File: config.mk
export PLATFORM = sky130hd
export DESIGN_NAME = spi_bulk_packetizer
export DESIGN_NICKNAME = d
export VERILOG_FILES = /design/src/rtl/spi_pktz_pkg.sv /design/src/rtl/pkt_size_decode.sv /design/src/rtl/byte_shifter.sv /design/src/rtl/pkt_sequencer.sv /design/src/rtl/spi_bulk_packetizer.sv
export SDC_FILE = /design/constraint.sdc
export NUM_CORES = 1
export LEC_CHECK = 0
export ABC_CLOCK_PERIOD_IN_PS = 3970
export BUFFER_PORTS_ARGS = -buffer_cell sky130_fd_sc_hd__buf_2
export CAP_MARGIN = 25
export CORE_MARGIN = 2
export CORE_UTILIZATION = 61
export DETAILED_ROUTE_END_ITERATION = 8
export HOLD_SLACK_MARGIN = 0.12
export PLACE_DENSITY = 0.81
export SYNTH_ARGS = -nofsm -noshare
export SYNTH_HDL_FRONTEND = slang
export SYNTH_HIERARCHICAL = 1
export SYNTH_SLANG_ARGS = --single-unit
File: constraint.sdc
create_clock -name clk -period 3.97 [get_ports clk]
set_clock_uncertainty 0.2 [all_clocks]
set_input_delay 0.794 -clock clk [delete_from_list [all_inputs] [get_ports clk]]
set_output_delay 0.794 -clock clk [all_outputs]
set_load 0.03 [all_outputs]
File: src/rtl/spi_pktz_pkg.sv
// Shared types and constants for the bulk write packetizer.
// Assumes: header tag and order codes are fixed by the receiver's decoder.
package spi_pktz_pkg;

    typedef enum logic [2:0] {
        ST_IDLE,
        ST_HDR,
        ST_PAY,
        ST_TRL0,
        ST_TRL1,
        ST_FIN
    } seq_state_t;

    localparam logic [3:0] HDR_TAG     = 4'hF;
    localparam logic [1:0] ORD_OPEN    = 2'd1;
    localparam logic [1:0] ORD_MIDDLE  = 2'd2;
    localparam logic [1:0] ORD_CLOSING = 2'd3;

endpackage

File: src/rtl/pkt_size_decode.sv
// Maps the 3-bit packet size code to a maximum payload byte count.
// Codes 0..MAX_CODE give 2**MIN_LOG shifted by the code; larger codes clamp
// to the biggest size. Assumes OUT_W is wide enough for the biggest size.
module pkt_size_decode #(
    parameter int MIN_LOG  = 8,
    parameter int MAX_CODE = 5,
    parameter int OUT_W    = 16
) (
    input  logic [2:0]       size_code,
    output logic [OUT_W-1:0] max_bytes
);
    localparam logic [OUT_W-1:0] BASE = OUT_W'(1) << MIN_LOG;

    // Decode the code, clamping codes above MAX_CODE.
    always_comb begin
        if (int'(size_code) > MAX_CODE)
            max_bytes = BASE << MAX_CODE;
        else
            max_bytes = BASE << size_code;
    end
endmodule

File: src/rtl/byte_shifter.sv
// Parallel-to-serial byte shifter, MSB first, one bit per clock.
// A new byte can load while the last bit of the previous one is on the line,
// so back-to-back bytes leave without a gap.
module byte_shifter (
    input  logic       clk,
    input  logic       rst_n,
    input  logic       load,
    input  logic [7:0] load_data,
    output logic       can_load,
    output logic       mosi,
    output logic       mosi_en
);
    logic [7:0] sh_q;
    logic [3:0] bits_q;

    assign can_load = (bits_q <= 4'd1);
    assign mosi     = sh_q[7];
    assign mosi_en  = (bits_q != 4'd0);

    // Load a new byte or shift the current one left by a bit.
    always_ff @(posedge clk) begin
        if (!rst_n) begin
            sh_q   <= '0;
            bits_q <= '0;
        end else if (load) begin
            sh_q   <= load_data;
            bits_q <= 4'd8;
        end else if (bits_q != 4'd0) begin
            sh_q   <= {sh_q[6:0], 1'b0};
            bits_q <= bits_q - 4'd1;
        end
    end

    assert_load_drives_line_R2: assert property (@(posedge clk) disable iff (!rst_n)
        load |=> mosi_en);
    assert_bits_bound_R2: assert property (@(posedge clk) disable iff (!rst_n)
        bits_q <= 4'd8);
endmodule

File: src/rtl/pkt_sequencer.sv
// Chooses the byte for each serial slot: header, payload, pad or trailer.
// Tracks the remaining count and the payload still due in the current packet.
// Assumes max_bytes is stable while busy (it comes from the latched code).
module pkt_sequencer
    import spi_pktz_pkg::*;
#(
    parameter int CNT_W = 16
) (
    input  logic             clk,
    input  logic             rst_n,
    input  logic             start,
    input  logic [CNT_W-1:0] byte_count,
    input  logic             crc_en,
    input  logic [2:0]       size_code,
    input  logic [CNT_W-1:0] max_bytes,
    output logic [2:0]       code_q,
    input  logic             in_valid,
    input  logic [7:0]       in_data,
    output logic             in_ready,
    input  logic             can_load,
    output logic             byte_valid,
    output logic [7:0]       byte_data,
    output logic             busy,
    output logic             done
);
    seq_state_t       state_q;
    logic [CNT_W-1:0] remaining_q;
    logic [CNT_W-1:0] pkt_left_q;
    logic             first_q;
    logic             pad_q;
    logic             crc_q;
    logic             done_q;

    logic             fits;
    logic [1:0]       order;
    logic [CNT_W-1:0] pkt_len;
    logic             pad_slot;
    logic             take;

    assign fits     = (remaining_q <= max_bytes);
    assign pkt_len  = fits ? remaining_q : max_bytes;
    assign pad_slot = pad_q && (pkt_left_q == CNT_W'(1));
    assign busy     = (state_q != ST_IDLE);
    assign done     = done_q;
    assign in_ready = (state_q == ST_PAY) && !pad_slot && can_load;
    assign take     = byte_valid && can_load;

    // Order code: closing packet when the rest fits, else opening or middle.
    always_comb begin
        if (fits)
            order = ORD_CLOSING;
        else if (first_q)
            order = ORD_OPEN;
        else
            order = ORD_MIDDLE;
    end

    // Offer the byte that belongs to the current slot.
    always_comb begin
        byte_valid = 1'b0;
        byte_data  = 8'h00;
        case (state_q)
            ST_HDR: begin
                byte_valid = 1'b1;
                byte_data  = {HDR_TAG, 2'b00, order};
            end
            ST_PAY: begin
                if (pad_slot) begin
                    byte_valid = 1'b1;
                end else begin
                    byte_valid = in_valid;
                    byte_data  = in_data;
                end
            end
            ST_TRL0, ST_TRL1: byte_valid = 1'b1;
            default: ;
        endcase
    end

    // Advance the slot sequence and its counters.
    always_ff @(posedge clk) begin
        if (!rst_n) begin
            state_q     <= ST_IDLE;
            remaining_q <= '0;
            pkt_left_q  <= '0;
            first_q     <= 1'b0;
            pad_q       <= 1'b0;
            crc_q       <= 1'b0;
            code_q      <= '0;
            done_q      <= 1'b0;
        end else begin
            done_q <= 1'b0;
            case (state_q)
                ST_IDLE: begin
                    if (start) begin
                        crc_q   <= crc_en;
                        code_q  <= size_code;
                        first_q <= 1'b1;
                        pad_q   <= (byte_count == CNT_W'(1));
                        remaining_q <= (byte_count == CNT_W'(1)) ? CNT_W'(2) : byte_count;
                        state_q <= (byte_count == '0) ? ST_FIN : ST_HDR;
                    end
                end
                ST_HDR: begin
                    if (take) begin
                        pkt_left_q <= pkt_len;
                        first_q    <= 1'b0;
                        state_q    <= ST_PAY;
                    end
                end
                ST_PAY: begin
                    if (take) begin
                        remaining_q <= remaining_q - CNT_W'(1);
                        pkt_left_q  <= pkt_left_q - CNT_W'(1);
                        if (pkt_left_q == CNT_W'(1)) begin
                            if (crc_q)
                                state_q <= ST_TRL0;
                            else if (remaining_q == CNT_W'(1))
                                state_q <= ST_FIN;
                            else
                                state_q <= ST_HDR;
                        end
                    end
                end
                ST_TRL0: begin
                    if (take) state_q <= ST_TRL1;
                end
                ST_TRL1: begin
                    if (take) state_q <= (remaining_q == '0) ? ST_FIN : ST_HDR;
                end
                ST_FIN: begin
                    if (can_load) begin
                        done_q  <= 1'b1;
                        state_q <= ST_IDLE;
                    end
                end
                default: state_q <= ST_IDLE;
            endcase
        end
    end

    assert_pkt_bound_R4: assert property (@(posedge clk) disable iff (!rst_n)
        (state_q == ST_PAY) |-> (pkt_left_q != '0 && pkt_left_q <= max_bytes));
    assert_trailer_needs_crc_R5: assert property (@(posedge clk) disable iff (!rst_n)
        (state_q == ST_TRL0 || state_q == ST_TRL1) |-> crc_q);
    assert_size_onehot_R6: assert property (@(posedge clk) disable iff (!rst_n)
        $onehot(max_bytes));
    assert_ready_when_busy_R8: assert property (@(posedge clk) disable iff (!rst_n)
        in_ready |-> busy);
    assert_done_pulse_R9: assert property (@(posedge clk) disable iff (!rst_n)
        done |=> !done);
    assert_start_ignored_R10: assert property (@(posedge clk) disable iff (!rst_n)
        (busy && start) |=> ($stable(crc_q) && $stable(code_q)));
endmodule

File: src/rtl/spi_bulk_packetizer.sv
// Top of the bulk write packetizer: sequencer, size decoder and shifter.
// Assumes the command frame has already gone out and the link clock runs
// one bit per clk while mosi_en is high.
module spi_bulk_packetizer #(
    parameter int CNT_W    = 16,
    parameter int MIN_LOG  = 8,
    parameter int MAX_CODE = 5
) (
    input  logic             clk,
    input  logic             rst_n,
    input  logic             start,
    input  logic [CNT_W-1:0] byte_count,
    input  logic             crc_en,
    input  logic [2:0]       size_code,
    input  logic [7:0]       in_data,
    input  logic             in_valid,
    output logic             in_ready,
    output logic             mosi,
    output logic             mosi_en,
    output logic             busy,
    output logic             done
);
    logic [2:0]       code_q;
    logic [CNT_W-1:0] max_bytes;
    logic             can_load;
    logic             byte_valid;
    logic [7:0]       byte_data;

    pkt_size_decode #(
        .MIN_LOG  (MIN_LOG),
        .MAX_CODE (MAX_CODE),
        .OUT_W    (CNT_W)
    ) u_size (
        .size_code (code_q),
        .max_bytes (max_bytes)
    );

    pkt_sequencer #(.CNT_W(CNT_W)) u_seq (
        .clk        (clk),
        .rst_n      (rst_n),
        .start      (start),
        .byte_count (byte_count),
        .crc_en     (crc_en),
        .size_code  (size_code),
        .max_bytes  (max_bytes),
        .code_q     (code_q),
        .in_valid   (in_valid),
        .in_data    (in_data),
        .in_ready   (in_ready),
        .can_load   (can_load),
        .byte_valid (byte_valid),
        .byte_data  (byte_data),
        .busy       (busy),
        .done       (done)
    );

    byte_shifter u_shift (
        .clk       (clk),
        .rst_n     (rst_n),
        .load      (byte_valid && can_load),
        .load_data (byte_data),
        .can_load  (can_load),
        .mosi      (mosi),
        .mosi_en   (mosi_en)
    );

    assert_idle_quiet_R11: assert property (@(posedge clk) disable iff (!rst_n)
        !busy |-> !in_ready);
endmodule

==> flow_metrics.tcl, run 1 <==
set metrics [dict create \
    status "finished clean" \
    ys_ff_latch 54 \
    nNetsFinal 628 \
    syn_area_mm2 0.004120 \
    worstPathMaxFanout 10 \
    routedWlPerCell_um 18.25 \
    rsz0062_at_grt "false" \
    ctsRootBufferMaster "clkbuf_8" \
    synth_cells 548 \
    cts_hold_buf 0 \
    synthFlopType "dfxtp_1" \
    power_density_mw_per_mm2 761.6 \
    met3_usage_pct 3.714 \
    routed_wirelength_um 11900 \
    vias_per_cell 6.727 \
    path_class "reg2reg" \
    clk_pin_slew_worst_paths_ns 0.11 \
    initial_utilization_pct 63.79 \
    fin_crit_ns 3.390 \
    crit_path_max_incr_delay_ns 0.56 \
    syn2layout_area_growth_pct 6.833 \
    track_usage_pct 32.52 \
    most-common-layout-cells "nand2_1 (67), dfxtp_1 (54), nor2_1 (41)" \
    final_common_cell "nand2_1" \
    clockBufferDepth 2 \
    num_antenna_cells 0 \
    cts_made_buffers 5 \
    num_vias 4386 \
    worst_setup_path_end_kind "register" \
    synth_edf_count 0 \
    max_slew.worst_pin.slew_ns 0.8114 \
    grt_pass1_wl_um 19380 \
    cp-startpoint "u_seq/code_q[2]" \
    grt_busiest_layer "met2" \
    power.share.combinational_pct 61.4 \
    internal-power_mw 1.632 \
    io_buffers 36 \
    peakVddDrop_mv 0.5921 \
    grt_use_met1_pct 43.05 \
    dr.pass1.iters 6 \
    grt_overflow 0 \
    dieWidth_um 86.19 \
    finalCritPeriodShare_pct 85.38 \
    grt_max_degree 31 \
    p_switching_mw 1.721 \
    cp.arrival_ns 3.38 \
    fp.dieArea_mm2 0.007428 \
    pwr-share-seq_pct 28.4 \
    worstHoldStart "u_shift/sh_q[3]" \
    core_mm2 0.006459 \
    async_flop_share_pct 0 \
    cp_num_buf_inv 2 \
    layout-drive-gt1-share_pct 13.39 \
    crit_slowest_cell "a21oi_2" \
    required_ns 3.96 \
    ant_nets 0 \
    yosysSeqAreaShare_pct 26.24 \
    dp_hpwl_um 8801 \
    start_kind "register" \
    syn-mean-instance-area_um2 7.519 \
    p_sw_share_pct 51.32 \
    fin_setup_tns_ns 0 \
    drv_cap 0 \
    p_leak_nw 1.721 \
    antenna_found_initial 0 \
    hold_path.class "reg2reg" \
    pin_count 37 \
    cts-resized-gates 0 \
    numClockSinks 54 \
    r2r_start "u_seq/code_q[2]" \
    clk_latency_ns 0.32 \
    place_congestion 0.9787 \
    slew_headroom_pct 45.41 \
    cts_tree "done" \
    postCtsSetupBuffers 0 \
    core.rowCount 29 \
    clkPwrFrac_pct 10.1 \
    grt_pass1_vias 4033 \
    yosys_warnings 6 \
    synthDistinctLibCells 80 \
    crit_chain "nor3b_1, inv_1, ha_1, and4_1, nand3_2, o311a_1, a21oi_2, buf_4, mux2i_1, o22ai_1" \
    p_total_mw 3.353 \
    drt_iter0_drc 448 \
    clock.fmax_mhz 295.0 \
    use_met2_pct 53.77 \
    slew_viol_final 0 \
    hold_viol_final 0 \
    dieHeight_um 86.19 \
    setup_violations 0 \
    crit_family "compound AO/OA/AOI/OAI gates" \
    h-tree-depth 2 \
    fill_cells 594 \
    drc_errors 0 \
]
==> area by class of cell <==
| cell class | instances | area [um2] | share of cell area [%] |
|---|---|---|---|
| Tap cell | 77 | 96.34 | 2.189 |
| Timing Repair Buffer | 47 | 262.8 | 5.969 |
| Inverter | 35 | 133.9 | 3.041 |
| Clock inverter | 2 | 16.27 | 0.3695 |
| Sequential cell | 54 | 1081 | 24.56 |
| Clock buffer | 6 | 82.58 | 1.876 |
| Multi-Input combinational cell | 431 | 2729 | 62.00 |
==> cells by family after synthesis <==
logic type / count (synthesis) / share of synthesized area [%]
DFF: 54 / 26.24
AOI/OAI and AO/OA: 168 / 27.15
muxes: 13 / 3.189
xor gates and xnor gates: 4 / 0.8504
buffers and inverters: 72 / 8.351
and+or+nand+nor: 214 / 27.45
adders and majority gates: 22 / 6.681
other: 1 / 0.09101
==> worst min-delay path: cells and delay by family, from the launching register on <==
family	cells	cell delay (ns)
AND/OR/NAND/NOR	1	0.05
flip-flops	1	0.33
AO/OA/AOI/OAI	1	0.07
==> final timing paths <==
check	depth (start not counted)	slack, ns	endpoint
worst max-delay path	10	0.58	u_seq/pkt_left_q[13]
worst min-delay path	2	0.28	u_shift/sh_q[4]
worst max register to register	10	0.58	u_seq/pkt_left_q[13]
worst min register to register	2	0.28	u_shift/sh_q[4]
==> synth_stat cells, drive strengths merged (3+ instances only) <==
cell type  instances  area [um2]
mux2i             12       120.1
nand2b             6       37.54
o41ai              3       26.28
o21ai             35       178.9
o211ai             5       37.54
a21oi             41       209.0
a21boi             3       22.52
or4                3       26.27
a31oi             11       68.82
nand3             18       95.09
a22oi              3       22.52
a32oi              4       35.03
nor2              41       153.9
inv               34       130.1
o21a               5       37.54
and3               5       31.28
ha                22       275.3
a211oi             4       35.03
nor4b              4       62.56
o311ai             3       26.28
nand2             67       251.5
buf               21       148.9
o22ai             14       87.58
o31ai              3       22.52
or3                3       18.77
a21o               8       60.06
nor3b              7       68.82
nor3              24       130.1
nand4              8       50.05
and2               8       50.05
nor4              10       75.07
dfxtp             54        1081
clkbuf            16       61.30
==> flip-flops by register name, indices dropped and copies added, names as in the netlist <==
signal             flops
u_seq/done             1
u_shift/bits_q         4
u_seq/code_q           3
u_seq/pkt_left_q      16
u_seq/pad_q            1
u_seq/remaining_q     16
u_seq/crc_q            1
u_shift/sh_q           8
u_seq/state_q          3
u_seq/first_q          1
==> stage by stage <==
stage | util [%] | std cells | hold slack [ns] | setup WS, ns | instance area, um2
finish | 68.15 | 652 | 0.2840 | 0.5803 | 4402
detailed placement | 66.62 | 644 | 0.2643 | 0.6706 | 4303
floorplan | - | 557 | 0.2469 | 1.115 | 4154
global placement | 66.62 | 644 | 0.2542 | 0.8386 | 4303
CTS | 68.15 | 652 | 0.2835 | 0.6473 | 4402
global route | 68.15 | 652 | 0.3067 | 0.4300 | 4402
==> power by group through the flow <==
stage                     clock network (mW)  registers (mW)  logic (mW)
after floorplan                            0           0.848        1.62
after global placement                     0           0.941        1.94
after detailed placement                   0           0.952        2.00
after CTS                              0.342           0.939        2.01
after global routing                   0.359           0.972        2.26
final                                  0.339           0.954        2.06
==> metal layers <==
layer / vias to the layer above / share of wire (%)
met3: 38 / 9.7
li1: 2053 / -
met1: 2009 / 40
met4: 0 / 2.7
met5: - / 0
met2: 286 / 48
Power figures use the tool's default switching activity.
==> inputs of run 2 (changes only) <==
--- a/config.mk
+++ b/config.mk
@@ -5,14 +5,13 @@
 export SDC_FILE = /design/constraint.sdc
 export NUM_CORES = 1
 export LEC_CHECK = 0
-export ABC_CLOCK_PERIOD_IN_PS = 3970
+export ABC_CLOCK_PERIOD_IN_PS = 4000
 export BUFFER_PORTS_ARGS = -buffer_cell sky130_fd_sc_hd__buf_2
 export CAP_MARGIN = 25
 export CORE_MARGIN = 2
-export CORE_UTILIZATION = 61
+export CORE_UTILIZATION = 35
 export DETAILED_ROUTE_END_ITERATION = 8
 export HOLD_SLACK_MARGIN = 0.12
-export PLACE_DENSITY = 0.81
 export SYNTH_ARGS = -nofsm -noshare
 export SYNTH_HDL_FRONTEND = slang
 export SYNTH_HIERARCHICAL = 1
==> constraint.sdc (replaced) <==
create_clock -name clk -period 4 [get_ports clk]
set_clock_uncertainty 0.2 [all_clocks]
set_input_delay 0.8 -clock clk [delete_from_list [all_inputs] [get_ports clk]]
set_output_delay 0.8 -clock clk [all_outputs]
set_load 0.03 [all_outputs]
==> run 2 against run 1 <==
  * Via count decreased by 2.7%
  * Routed wire length up 6.2%
  * Clock power is 48% higher
  * Core utilization is 28 points lower
  * Critical path depth did not move
  * Fmax is 3.2% higher
  * Global-route usage down 13 points
  * Flip-flop and latch count unchanged
  * Sequential share of layout area shrank 0.81 points
  * Total power rose by 4.4%
  * Combinational power about the same
==> flow_metrics.tcl, run 2 (synthesized netlist as in run 1, its figures left out) <==
set metrics [dict create \
    nNetsFinal 628 \
    drt_iter0_drc 419 \
    hold_viol_final 0 \
    crit_chain "nor3b_1, inv_1, ha_1, and4_1, nand3_2, o311a_1, a21oi_2, buf_4, mux2i_1, o22ai_1" \
    hold_path.class "reg2reg" \
    track_usage_pct 19.75 \
    top_regs "u_seq/pkt_left_q x16, u_seq/remaining_q x16, u_shift/sh_q x8" \
    ant_nets 0 \
    final-instance-count-excl-fill 718 \
    clockBufferDepth 2 \
    grt_max_degree 32 \
    pin_count 37 \
    dp_hpwl_um 9339 \
    most-common-layout-cells "nand2_1 (67), dfxtp_1 (54), nor2_1 (41)" \
    rsz0062_at_grt "false" \
    dieHeight_um 112.5 \
    max_slew.worst_pin.slew_ns 0.8747 \
    setup_ws_ns 0.7153 \
    clock.fmax_mhz 304.4 \
    vias_per_cell 5.944 \
    grt_overflow 0 \
    status "finished clean" \
    start_kind "register" \
    core.rowCount 39 \
    fp.dieArea_mm2 0.01266 \
    cts_made_buffers 5 \
    cp.arrival_ns 3.25 \
    dieWidth_um 112.5 \
    setup_violations 0 \
    routedWlPerCell_um 17.60 \
    r2r_start "u_seq/code_q[2]" \
    crit_slowest_cell "a21oi_2" \
    finalCritPeriodShare_pct 82.12 \
    layout-drive-gt1-share_pct 13.22 \
    fin_crit_ns 3.285 \
    place_congestion 0.8686 \
    postCtsSetupBuffers 0 \
    grt_use_met1_pct 27.22 \
    clk_latency_ns 0.30 \
    ctsRootBufferMaster "clkbuf_16" \
    required_ns 3.96 \
    p_leak_nw 1.750 \
    io_buffers 36 \
    drc_errors 0 \
    slew_headroom_pct 41.15 \
    final_common_cell "nand2_1" \
    clk_pin_slew_worst_paths_ns 0.07 \
    use_met2_pct 32.49 \
    fin_setup_tns_ns 0 \
    fin_hold_ws_ns 0.2801 \
    h-tree-depth 2 \
    cts_hold_buf 0 \
    worst_setup_path_end_kind "register" \
    power_density_mw_per_mm2 768.6 \
    dp_slack_ns 0.7856 \
    drv_cap 0 \
    crit_path_max_incr_delay_ns 0.47 \
    met3_usage_pct 3.132 \
    worstHoldStart "u_shift/sh_q[0]" \
    grt_busiest_layer "met2" \
    cts-resized-gates 0 \
    final_util_pct 39.69 \
    cp-startpoint "u_seq/code_q[2]" \
    fill_cells 1176 \
    grt_pass1_vias 4000 \
    dr.pass1.iters 7 \
    slew_viol_final 0 \
    path_class "reg2reg" \
    antenna_found_initial 0 \
    num_antenna_cells 0 \
    p_total_mw 3.499 \
    numClockSinks 54 \
    peakVddDrop_mv 0.4063 \
    cts_tree "done" \
    num_vias 4268 \
    grt_pass1_wl_um 20420 \
    core_mm2 0.01147 \
    worstPathMaxFanout 9 \
    syn2layout_area_growth_pct 10.48 \
    postLayoutCellArea_mm2 0.004552 \
    routed_wirelength_um 12640 \
    initial_utilization_pct 35.93 \
    dpl.cell_count 710 \
    postPlaceCellArea_mm2 0.004385 \
]
## run 2: cell count changes in the layout (fill, tap and decap cells not counted), sizes merged
| cell | delta |
|---|---|
| bufinv | +1 |
| inv | -1 |
## run 2: cell type report
| class | instances | area [um2] | area share [%] |
|---|---|---|---|
| Sequential cell | 54 | 1081 | 23.75 |
| Timing Repair Buffer | 47 | 262.8 | 5.772 |
| Clock inverter | 2 | 37.54 | 0.8246 |
| Multi-Input combinational cell | 431 | 2729 | 59.95 |
| Inverter | 35 | 133.9 | 2.941 |
| Tap cell | 143 | 178.9 | 3.931 |
| Clock buffer | 6 | 128.9 | 2.831 |
## run 2: path summary, 6_finish.rpt
kind / to / slack [ns] / depth (start not counted)
setup / recovery: u_seq/pkt_left_q[13] / 0.72 / 10
hold / removal: u_shift/sh_q[1] / 0.28 / 2
setup reg to reg: u_seq/pkt_left_q[13] / 0.72 / 10
hold reg to reg: u_shift/sh_q[1] / 0.28 / 2
## run 2: power breakdown
group | leakage [nW] | switching [mW] | total (mW) | internal [mW]
registers | 0.442 | 0.243 | 0.938 | 0.695
logic | 1.23 | 1.27 | 2.06 | 0.787
clock network | 0.0771 | 0.206 | 0.503 | 0.296
total | 1.75 | 1.72 | 3.50 | 1.78
## run 2: critical path, delay by kind of cell (launching register included)
kind	cells	cell delay (ns)
adder cells (fa/ha/maj)	1	0.29
AND/OR/NAND/NOR	3	0.70
flip-flops	1	0.42
multiplexers	1	0.23
AO/OA/AOI/OAI	3	0.95
buffers and inverters	2	0.36
## run 2: per-layer routing
layer  wire length (um)  vias up
met3                819       20
li1                   -     2055
met1               5735     2017
met2               5880      176
met5                  0        -
met4                201        0
==> inputs of run 3 (changes only) <==
--- a/config.mk
+++ b/config.mk
@@ -5,7 +5,7 @@
 export SDC_FILE = /design/constraint.sdc
 export NUM_CORES = 1
 export LEC_CHECK = 0
-export ABC_CLOCK_PERIOD_IN_PS = 4000
+export ABC_CLOCK_PERIOD_IN_PS = 3430
 export BUFFER_PORTS_ARGS = -buffer_cell sky130_fd_sc_hd__buf_2
 export CAP_MARGIN = 25
 export CORE_MARGIN = 2
==> constraint.sdc (replaced) <==
create_clock -name clk -period 3.43 [get_ports clk]
set_clock_uncertainty 0.2 [all_clocks]
set_input_delay 0.686 -clock clk [delete_from_list [all_inputs] [get_ports clk]]
set_output_delay 0.686 -clock clk [all_outputs]
set_load 0.03 [all_outputs]
==> run 3 against run 2 <==
  * Clock power is 18% higher
  * Total power is 18% higher
  * Sequential power is 16% higher
  * Hold slack worse by 0.0044 ns
  * Final cell count is 0.84% higher
  * Routed wire length is 2.1% lower
  * Die area stayed put
  * Combinational power is 18% higher
  * Global-route usage hardly changed
  * Fmax is 9.8% higher
  * Largest power group unchanged
==> flow_metrics.tcl, run 3 (synthesized netlist as in run 1, its figures left out) <==
set metrics [dict create \
    status "finished clean" \
    nNetsFinal 634 \
    ctsRootBufferMaster "clkbuf_16" \
    clock.fmax_mhz 334.4 \
    path_class "reg2reg" \
    io_buffers 36 \
    routed_wirelength_um 12380 \
    start_kind "register" \
    finalCritPeriodShare_pct 87.18 \
    fill_cells 1175 \
    cp_num_buf_inv 2 \
    core_mm2 0.01147 \
    grt_overflow 0 \
    cts-resized-gates 0 \
    max_slew.worst_pin.slew_ns 0.7840 \
    crit_path_max_incr_delay_ns 0.41 \
    clockBufferDepth 2 \
    final_util_pct 40.23 \
    cts_made_buffers 5 \
    initial_utilization_pct 35.93 \
    cts_hold_buf 0 \
    top_regs "u_seq/pkt_left_q x16, u_seq/remaining_q x16, u_shift/sh_q x8" \
    clk_latency_ns 0.30 \
    worstPathMaxFanout 20 \
    drc_errors 0 \
    place_congestion 0.9130 \
    hold_viol_final 0 \
    num_vias 4272 \
    vias_per_cell 5.901 \
    most-common-layout-cells "nand2_1 (67), dfxtp_1 (54), nor2_1 (41)" \
    clk_pin_slew_worst_paths_ns 0.07 \
    core.rowCount 39 \
    syn2layout_area_growth_pct 11.96 \
    h-tree-depth 2 \
    ant_nets 0 \
    slew_headroom_pct 47.25 \
    dieHeight_um 112.5 \
    grt_pass1_vias 3912 \
    rsz0062_at_grt "false" \
    drv_cap 0 \
    power_density_mw_per_mm2 895.1 \
    hold_path.class "reg2reg" \
    postCtsSetupBuffers 0 \
    required_ns 3.43 \
    dp_hpwl_um 9272 \
    peakVddDrop_mv 0.4084 \
    num_antenna_cells 0 \
    fin_setup_tns_ns 0 \
    track_usage_pct 19.73 \
    setup_violations 0 \
    antenna_found_initial 0 \
    p_leak_nw 1.781 \
    crit_family "compound AO/OA/AOI/OAI gates" \
    worst_setup_path_end_kind "register" \
    cp.arrival_ns 2.99 \
    dr.pass1.iters 5 \
    crit_chain "nor3b_1, inv_1, ha_1, and4_1, nand3_2, o311a_1, a21oi_2, buf_12, mux2i_1, a2111oi_2" \
    cts_tree "done" \
    pin_count 37 \
    routedWlPerCell_um 17.09 \
    layout-drive-gt1-share_pct 14.29 \
    numClockSinks 54 \
    grt_max_degree 32 \
    fp.dieArea_mm2 0.01266 \
    grt_pass1_wl_um 20150 \
    dieWidth_um 112.5 \
    final_common_cell "nand2_1" \
    drt_iter0_drc 347 \
    crit_slowest_cell "dfxtp_1" \
    fin_crit_ns 2.990 \
    slew_viol_final 0 \
]
## run 3: cell types whose count changed in the layout (fill, tap and decap cells not counted), sizes merged
cell | before | now
clkinvlp | 1 | 2
buf | 47 | 53
clkbuf | 6 | 5
## run 3: routing by layer
layer	global-route usage (%)	vias to the layer above	routed length [um]
met4	5.854	0	308
met3	2.862	25	592
met1	26.40	2040	5675
li1	-	2069	-
met5	0	-	0
met2	33.05	138	5799
## run 3: tightest hold or removal path, delay by kind of cell, from the launching register on
family / cells / cell delay (ns)
AO/OA/AOI/OAI: 1 / 0.05
flip-flops: 1 / 0.32
AND/OR/NAND/NOR: 1 / 0.06
## run 3: power breakdown
group,switching [mW],internal [mW]
clock network,0.250,0.345
logic,1.49,0.956
registers,0.282,0.810
## run 3: final timing paths
check        depth (start not counted)       startpoint                   to  slack (ns)
max                                 10  u_seq/code_q[2]  u_seq/pkt_left_q[9]        0.44
max reg2reg                         10  u_seq/code_q[2]  u_seq/pkt_left_q[9]        0.44
min reg2reg                          2  u_shift/sh_q[0]      u_shift/sh_q[0]        0.28
min                                  2  u_shift/sh_q[0]      u_shift/sh_q[0]        0.28
## run 3: final cells by class
type	count	area, um2	area share [%]
Timing Repair Buffer	53	320.3	6.943
Sequential cell	54	1081	23.43
Multi-Input combinational cell	431	2729	59.15
Clock inverter	3	45.04	0.9764
Inverter	35	133.9	2.902
Clock buffer	5	125.1	2.712
Tap cell	143	178.9	3.879
## run 3: through the flow
stage / instances / cell area [um2] / total power [mW] / hold slack [ns] / worst slack (ns)
after floorplan: 557 / 4154 / 2.856 / 0.2469 / 0.5747
final: 724 / 4613 / 4.129 / 0.2757 / 0.4397
after detailed placement: 716 / 4443 / 3.501 / 0.2656 / 0.4838
after CTS: 724 / 4613 / 4.108 / 0.2770 / 0.4539
after global placement: 716 / 4443 / 3.464 / 0.2557 / 0.5472
after global routing: 724 / 4613 / 4.471 / 0.2979 / 0.2109
